## src/rtl/shr_pkg.sv

```systemverilog
package shr_pkg;
  typedef enum logic [1:0] {
    ST_IDLE     = 2'd0,
    ST_FALLBACK = 2'd1,
    ST_SHIFT    = 2'd2,
    ST_DONE     = 2'd3
  } shr_state_e;
endpackage

```

## src/rtl/shr_count.sv

```systemverilog
module shr_count #(
  parameter int CNT_W = 5
) (
  input  logic             clk,
  input  logic             rst,
  input  logic             load_imm,
  input  logic [CNT_W-1:0] imm_i,
  input  logic [CNT_W-1:0] alt_i,
  input  logic             load_alt,
  input  logic             dec,
  output logic             cnt_zero
);
  logic [CNT_W-1:0] cnt_q;
  logic [CNT_W-1:0] alt_q;

  function automatic logic [CNT_W-1:0] count_down(input logic [CNT_W-1:0] c);
    return c - CNT_W'(1);
  endfunction

  always_ff @(posedge clk) begin
    if (rst) begin
      cnt_q <= '0;
      alt_q <= '0;
    end else if (load_imm) begin
      cnt_q <= imm_i;
      alt_q <= alt_i;
    end else if (load_alt) begin
      cnt_q <= alt_q;
    end else if (dec) begin
      cnt_q <= count_down(cnt_q);
    end
  end

  assign cnt_zero = (cnt_q == '0);

  // the controller never decrements an empty count
  assert_dec_nonzero_R4: assert property (@(posedge clk) disable iff (rst)
    dec |-> !cnt_zero);

  // each decrement lowers the count by exactly one
  assert_dec_by_one_R4: assert property (@(posedge clk) disable iff (rst)
    (dec && !load_imm && !load_alt) |=> (cnt_q + CNT_W'(1)) == $past(cnt_q));

  // the fallback reload takes the value captured at start
  assert_fallback_load_R3: assert property (@(posedge clk) disable iff (rst)
    (load_alt && !load_imm) |=> cnt_q == $past(alt_q));
endmodule

```

## src/rtl/shr_acc.sv

```systemverilog
module shr_acc #(
  parameter int DATA_W = 32
) (
  input  logic              clk,
  input  logic              rst,
  input  logic              load,
  input  logic [DATA_W-1:0] opnd_i,
  input  logic              shift_en,
  output logic [DATA_W-1:0] acc_o
);
  logic [DATA_W-1:0] acc_q;

  function automatic logic [DATA_W-1:0] step_right(input logic [DATA_W-1:0] v);
    return {1'b0, v[DATA_W-1:1]};
  endfunction

  always_ff @(posedge clk) begin
    if (rst)           acc_q <= '0;
    else if (load)     acc_q <= opnd_i;
    else if (shift_en) acc_q <= step_right(acc_q);
  end

  assign acc_o = acc_q;

  // one shift step equals a logical shift by one
  assert_step_logical_R4: assert property (@(posedge clk) disable iff (rst)
    (shift_en && !load) |=> acc_q == ($past(acc_q) >> 1));

  // the accumulator holds its value when it is neither loaded nor shifted
  assert_acc_hold_R9: assert property (@(posedge clk) disable iff (rst)
    (!shift_en && !load) |=> $stable(acc_q));
endmodule

```

## src/rtl/shr_ctrl.sv

```systemverilog
module shr_ctrl
  import shr_pkg::*;
(
  input  logic clk,
  input  logic rst,
  input  logic start_i,
  input  logic cnt_zero_i,
  output logic load_o,
  output logic fallback_o,
  output logic shift_o,
  output logic busy_o,
  output logic done_o
);
  shr_state_e state_q, state_d;

  always_comb begin
    state_d    = state_q;
    load_o     = 1'b0;
    fallback_o = 1'b0;
    shift_o    = 1'b0;
    unique case (state_q)
      ST_IDLE: if (start_i) begin
        load_o  = 1'b1;
        state_d = ST_FALLBACK;
      end
      ST_FALLBACK: begin
        fallback_o = cnt_zero_i;
        state_d    = ST_SHIFT;
      end
      ST_SHIFT: begin
        if (cnt_zero_i) state_d = ST_DONE;
        else            shift_o = 1'b1;
      end
      ST_DONE: state_d = ST_IDLE;
      default: state_d = ST_IDLE;
    endcase
  end

  always_ff @(posedge clk) begin
    if (rst) state_q <= ST_IDLE;
    else     state_q <= state_d;
  end

  assign busy_o = (state_q != ST_IDLE);
  assign done_o = (state_q == ST_DONE);

  // done lasts exactly one cycle
  assert_done_pulse_R7: assert property (@(posedge clk) disable iff (rst)
    done_o |=> !done_o && !busy_o);

  // a start during the run does not disturb it
  assert_ignore_start_R8: assert property (@(posedge clk) disable iff (rst)
    (busy_o && !done_o && start_i) |=> busy_o);

  // done is preceded by a busy cycle without done
  assert_done_after_busy_R5: assert property (@(posedge clk) disable iff (rst)
    $rose(done_o) |-> $past(busy_o));
endmodule

```

## src/rtl/serial_rshift.sv

```systemverilog
module serial_rshift #(
  parameter  int DATA_W = 32,
  localparam int CNT_W  = $clog2(DATA_W)
) (
  input  logic              clk,
  input  logic              rst,
  input  logic              start_i,
  input  logic [CNT_W-1:0]  imm_cnt_i,
  input  logic [CNT_W-1:0]  reg_cnt_i,
  input  logic [DATA_W-1:0] opnd_i,
  output logic [DATA_W-1:0] result_o,
  output logic              busy_o,
  output logic              done_o
);
  logic load_w;
  logic fallback_w;
  logic shift_w;
  logic cnt_zero_w;

  shr_ctrl u_ctrl (
    .clk        (clk),
    .rst        (rst),
    .start_i    (start_i),
    .cnt_zero_i (cnt_zero_w),
    .load_o     (load_w),
    .fallback_o (fallback_w),
    .shift_o    (shift_w),
    .busy_o     (busy_o),
    .done_o     (done_o)
  );

  shr_count #(.CNT_W(CNT_W)) u_count (
    .clk      (clk),
    .rst      (rst),
    .load_imm (load_w),
    .imm_i    (imm_cnt_i),
    .alt_i    (reg_cnt_i),
    .load_alt (fallback_w),
    .dec      (shift_w),
    .cnt_zero (cnt_zero_w)
  );

  shr_acc #(.DATA_W(DATA_W)) u_acc (
    .clk      (clk),
    .rst      (rst),
    .load     (load_w),
    .opnd_i   (opnd_i),
    .shift_en (shift_w),
    .acc_o    (result_o)
  );

  // reset leaves the block idle with a cleared result
  assert_reset_clear_R1: assert property (@(posedge clk)
    rst |=> (!busy_o && !done_o && result_o == '0));

  // while idle and not started, the result holds
  assert_result_hold_R9: assert property (@(posedge clk) disable iff (rst)
    (!busy_o && !start_i) |=> $stable(result_o));

  // an accepted start only happens from idle
  assert_start_from_idle_R10: assert property (@(posedge clk) disable iff (rst)
    (!busy_o && start_i) |=> busy_o && !done_o);
endmodule

```

## config.mk

```make
export PLATFORM = sky130hd
export DESIGN_NAME = serial_rshift
export DESIGN_NICKNAME = d
export VERILOG_FILES = /design/src/rtl/shr_pkg.sv /design/src/rtl/shr_count.sv /design/src/rtl/shr_acc.sv /design/src/rtl/shr_ctrl.sv /design/src/rtl/serial_rshift.sv
export SDC_FILE = /design/constraint.sdc
export NUM_CORES = 1
export LEC_CHECK = 0
export BUFFER_PORTS_ARGS = -buffer_cell sky130_fd_sc_hd__clkbuf_2
export CORE_ASPECT_RATIO = 1.2
export CORE_MARGIN = 2
export CORE_UTILIZATION = 45
export CTS_CLUSTER_SIZE = 14
export DETAILED_ROUTE_END_ITERATION = 10
export PLACE_DENSITY = 0.69
export SYNTH_ARGS = -nofsm -noshare
export SYNTH_HDL_FRONTEND = slang
export SYNTH_HIERARCHICAL = 1
export SYNTH_SLANG_ARGS = --single-unit
```

## constraint.sdc

```tcl
create_clock -name clk -period 3 [get_ports clk]
set_input_delay 0.45 -clock clk [delete_from_list [all_inputs] [get_ports clk]]
set_output_delay 0.45 -clock clk [all_outputs]
set_load 0.05 [all_outputs]
```

==> results_dict.tcl <==
set metrics [dict create \
    syn_to_final_growth_pct 19.6 \
    antenna_cells 0 \
    hold_end "u_count/alt_q[1]" \
    yosysSeqAreaShare 0.371 \
    drt_iter0_drc 66 \
    cp-end-kind "register" \
    period_share 0.799 \
    detail-route-antenna-nets 0 \
    synth-seq-cells 44 \
    drive_above_1_share 0.421 \
    cp_data_required_time_ps 3140 \
    drt-vias-per-instance 5.21 \
    worstPathArrival_ps 2540 \
    ys_async_sr_fraction 0 \
    grt_busiest_layer "met2" \
    worst_pin_slew_ps 866 \
    p_seq_frac 0.307 \
    synth_top_flop_cell "dfxtp_1" \
    hp-class "in -> reg" \
    seq_area_um2 881 \
    maxSlewViolCount 0 \
    rsz0062_at_grt "false" \
    cts_root_buf "clkbuf_8" \
    slew_headroom 0.423 \
    portBuffers 78 \
    syn_nets 276 \
    dieArea_um2 5880 \
    ios 79 \
    cts_tree "yes" \
    num_vias 1871 \
    reg2reg_to "u_acc/acc_o[10]" \
    post_cts_buffers 0 \
    synth_area_per_cell_um2 10.5 \
    cts.path.max_buffers 2 \
    use_met2 0.292 \
    ys.warnings.count 6 \
    grt_max_degree 52 \
    fillers 484 \
    routed_wl_mm 4.83 \
    powerDensity_nw_per_um2 1090 \
    critPathTopFamily "simple AND/OR/NAND/NOR gates" \
    die-width_um 70.3 \
    fp.coreArea_um2 5190 \
    maxCapViolCount 0 \
    hold_viol_final 0 \
    clock_sinks 44 \
    cts_hold_buf 0 \
    gp_congestion 0.715 \
    yosys.area.top_type "dfxtp_1" \
    groute.usage.overall 0.172 \
    hp-start "reg_cnt_i[1]" \
    stdcell_area_um2 2840 \
    netlist_top_cells_area "dfxtp_1, mux2i_1, a211oi_2" \
    first_pass_iters 4 \
    critical_path_buf_inv_count 2 \
    multi_input_area_um2 1330 \
    dpl_cell_area_um2 2750 \
    die_h_um 83.6 \
    syn_area_um2 2380 \
    final_util 0.548 \
    yosysTopAreaCellShare 0.371 \
    setup_ws_ps 603 \
    grtUsageMet3 0.0519 \
    fin_skew_ps 3.66 \
    path_max_fanout 26 \
    irDropWorstVdd_v 0.000477 \
    status "complete, no violations" \
    max_stage_delay_ps 640 \
    grt_pass1_vias 1846 \
    clk_pin_slew_ps 80 \
    final-setup-viol-count 0 \
    grt.overflow.total 0 \
    cp_slowest_cell "nor2b_4" \
    fmax_ghz 0.417 \
    cts_buffers 5 \
    r2r_start "u_count/cnt_q[0]" \
    layout.nets 347 \
    p_sw_uw 1490 \
    met1_usage 0.202 \
    place_ws_ps 617 \
    start_util 0.458 \
    reg2regPathDepth 7 \
    hold_path_depth 3 \
    cts-htree-levels 2 \
    yosysUniqueCellTypes 39 \
    wire_per_inst_um 13.5 \
    antenna_found_initial 0 \
    switching_share 0.482 \
    grt_pass1_wl_mm 8.19 \
    comb_power_share 0.565 \
    path_class "reg -> reg" \
    synth.most_common_cell "dfxtp_1" \
    synth_cells 226 \
    fin_setup_tns_ps 0 \
    rows 29 \
    clk_latency_ps 290 \
    drc 0 \
    post-route-min-period_ps 2400 \
    intPower_uw 1600 \
    path_cells "inv_1, ha_1, nor4b_1, nor2b_4, buf_4, mux2i_1, a211oi_2" \
    yosys-top-cells-count "dfxtp_1, mux2i_1, nor2b_1, a211oi_2" \
    ctsResizeCount 0 \
    p_leak_uw 0.00116 \
    cp-start-kind "register" \
    place_hpwl_mm 3.48 \
    p_clk_frac 0.128 \
    synth-edff-count 0 \
    rrSetupSlack_ps 600 \
]
==> placed cells by master (no fill, tap or decap), types with 2 or more instances in the layout <==
cell type and n:
nor2_1 8, clkbuf_8 7, nor2b_1 31, a211oi_2 30, dfxtp_1 44, mux2i_1 38, nand2_1 7, ha_1 5
inv_1 10, a21oi_1 3, buf_4 4, nand2b_1 2, nor3_1 4, o21ai_0 2, clkbuf_2 78
==> sequential cells by signal (all words and copies together) (netlist names) <==
| register | cells |
|---|---|
| u_count/alt_q | 5 |
| u_ctrl/state_q | 2 |
| u_count/cnt_q | 5 |
| u_acc/acc_o | 32 |
==> per-layer routing <==
| metal | share of wire | wire length (µm) | up-vias |
|---|---|---|---|
| met1 | 0.42 | 2010 | 875 |
| met3 | 0.054 | 263 | 7 |
| met2 | 0.51 | 2480 | 52 |
| li1 | - | - | 937 |
| met5 | 0 | 0 | - |
| met4 | 0.017 | 82 | 0 |
==> kinds of logic (layout without fill, tap and decap cells) <==
logic type,after synthesis,in the layout,synth area share
adders and majority gates,5,5,0.0263
DFF,44,44,0.371
AOI/OAI and AO/OA,47,47,0.210
and+or+nand+nor,62,62,0.154
muxes,38,38,0.160
buffers and inverters,29,100,0.0748
xor gates and xnor gates,1,1,0.00369
==> worst min-delay path: cells and delay by family <==
family,cells,cell delay [ps]
buf+inv,1,70
mux,1,50
simple gates,1,70
==> per-stage QoR <==
step	std cells	hold WS [ps]	power, µW
floorplan	226	455	2440
global placement	352	477	2700
detailed placement	352	486	2720
CTS	359	386	3120
global route	359	393	3290
finish	359	390	3090
==> worst max path at each step <==
| stage | from | end | slack (ps) | depth (start not counted) |
|---|---|---|---|---|
| 3_3_place_gp | u_count/cnt_q[0] | u_acc/acc_o[9] | 690 | 7 |
| 5_1_grt | u_count/cnt_q[0] | u_acc/acc_o[12] | 430 | 7 |
| 2_1_floorplan | u_count/cnt_q[0] | u_count/cnt_q[3] | 1150 | 8 |
| 6_report | u_count/cnt_q[0] | u_acc/acc_o[10] | 600 | 7 |
| 4_1_cts | u_count/cnt_q[0] | u_acc/acc_o[10] | 600 | 7 |
| 3_5_place_dp | u_count/cnt_q[0] | u_acc/acc_o[10] | 620 | 7 |
==> final cells by class <==
cell class                 count  share of cell area
multi-input combinational    153               0.466
sequential                    44               0.310
timing repair buffer          82               0.148
clock buffer                   7              0.0339
tap                           62              0.0273
inverter                      11              0.0145
==> power groups by stage <==
stage / logic, µW / registers [µW] / clock network, µW
after CTS: 1760 / 952 / 406
after global routing: 1880 / 978 / 427
after detailed placement: 1760 / 965 / 0
after global placement: 1740 / 958 / 0
after floorplan: 1020 / 1410 / 0
final: 1740 / 949 / 394
(Power assumes the default switching activity.)
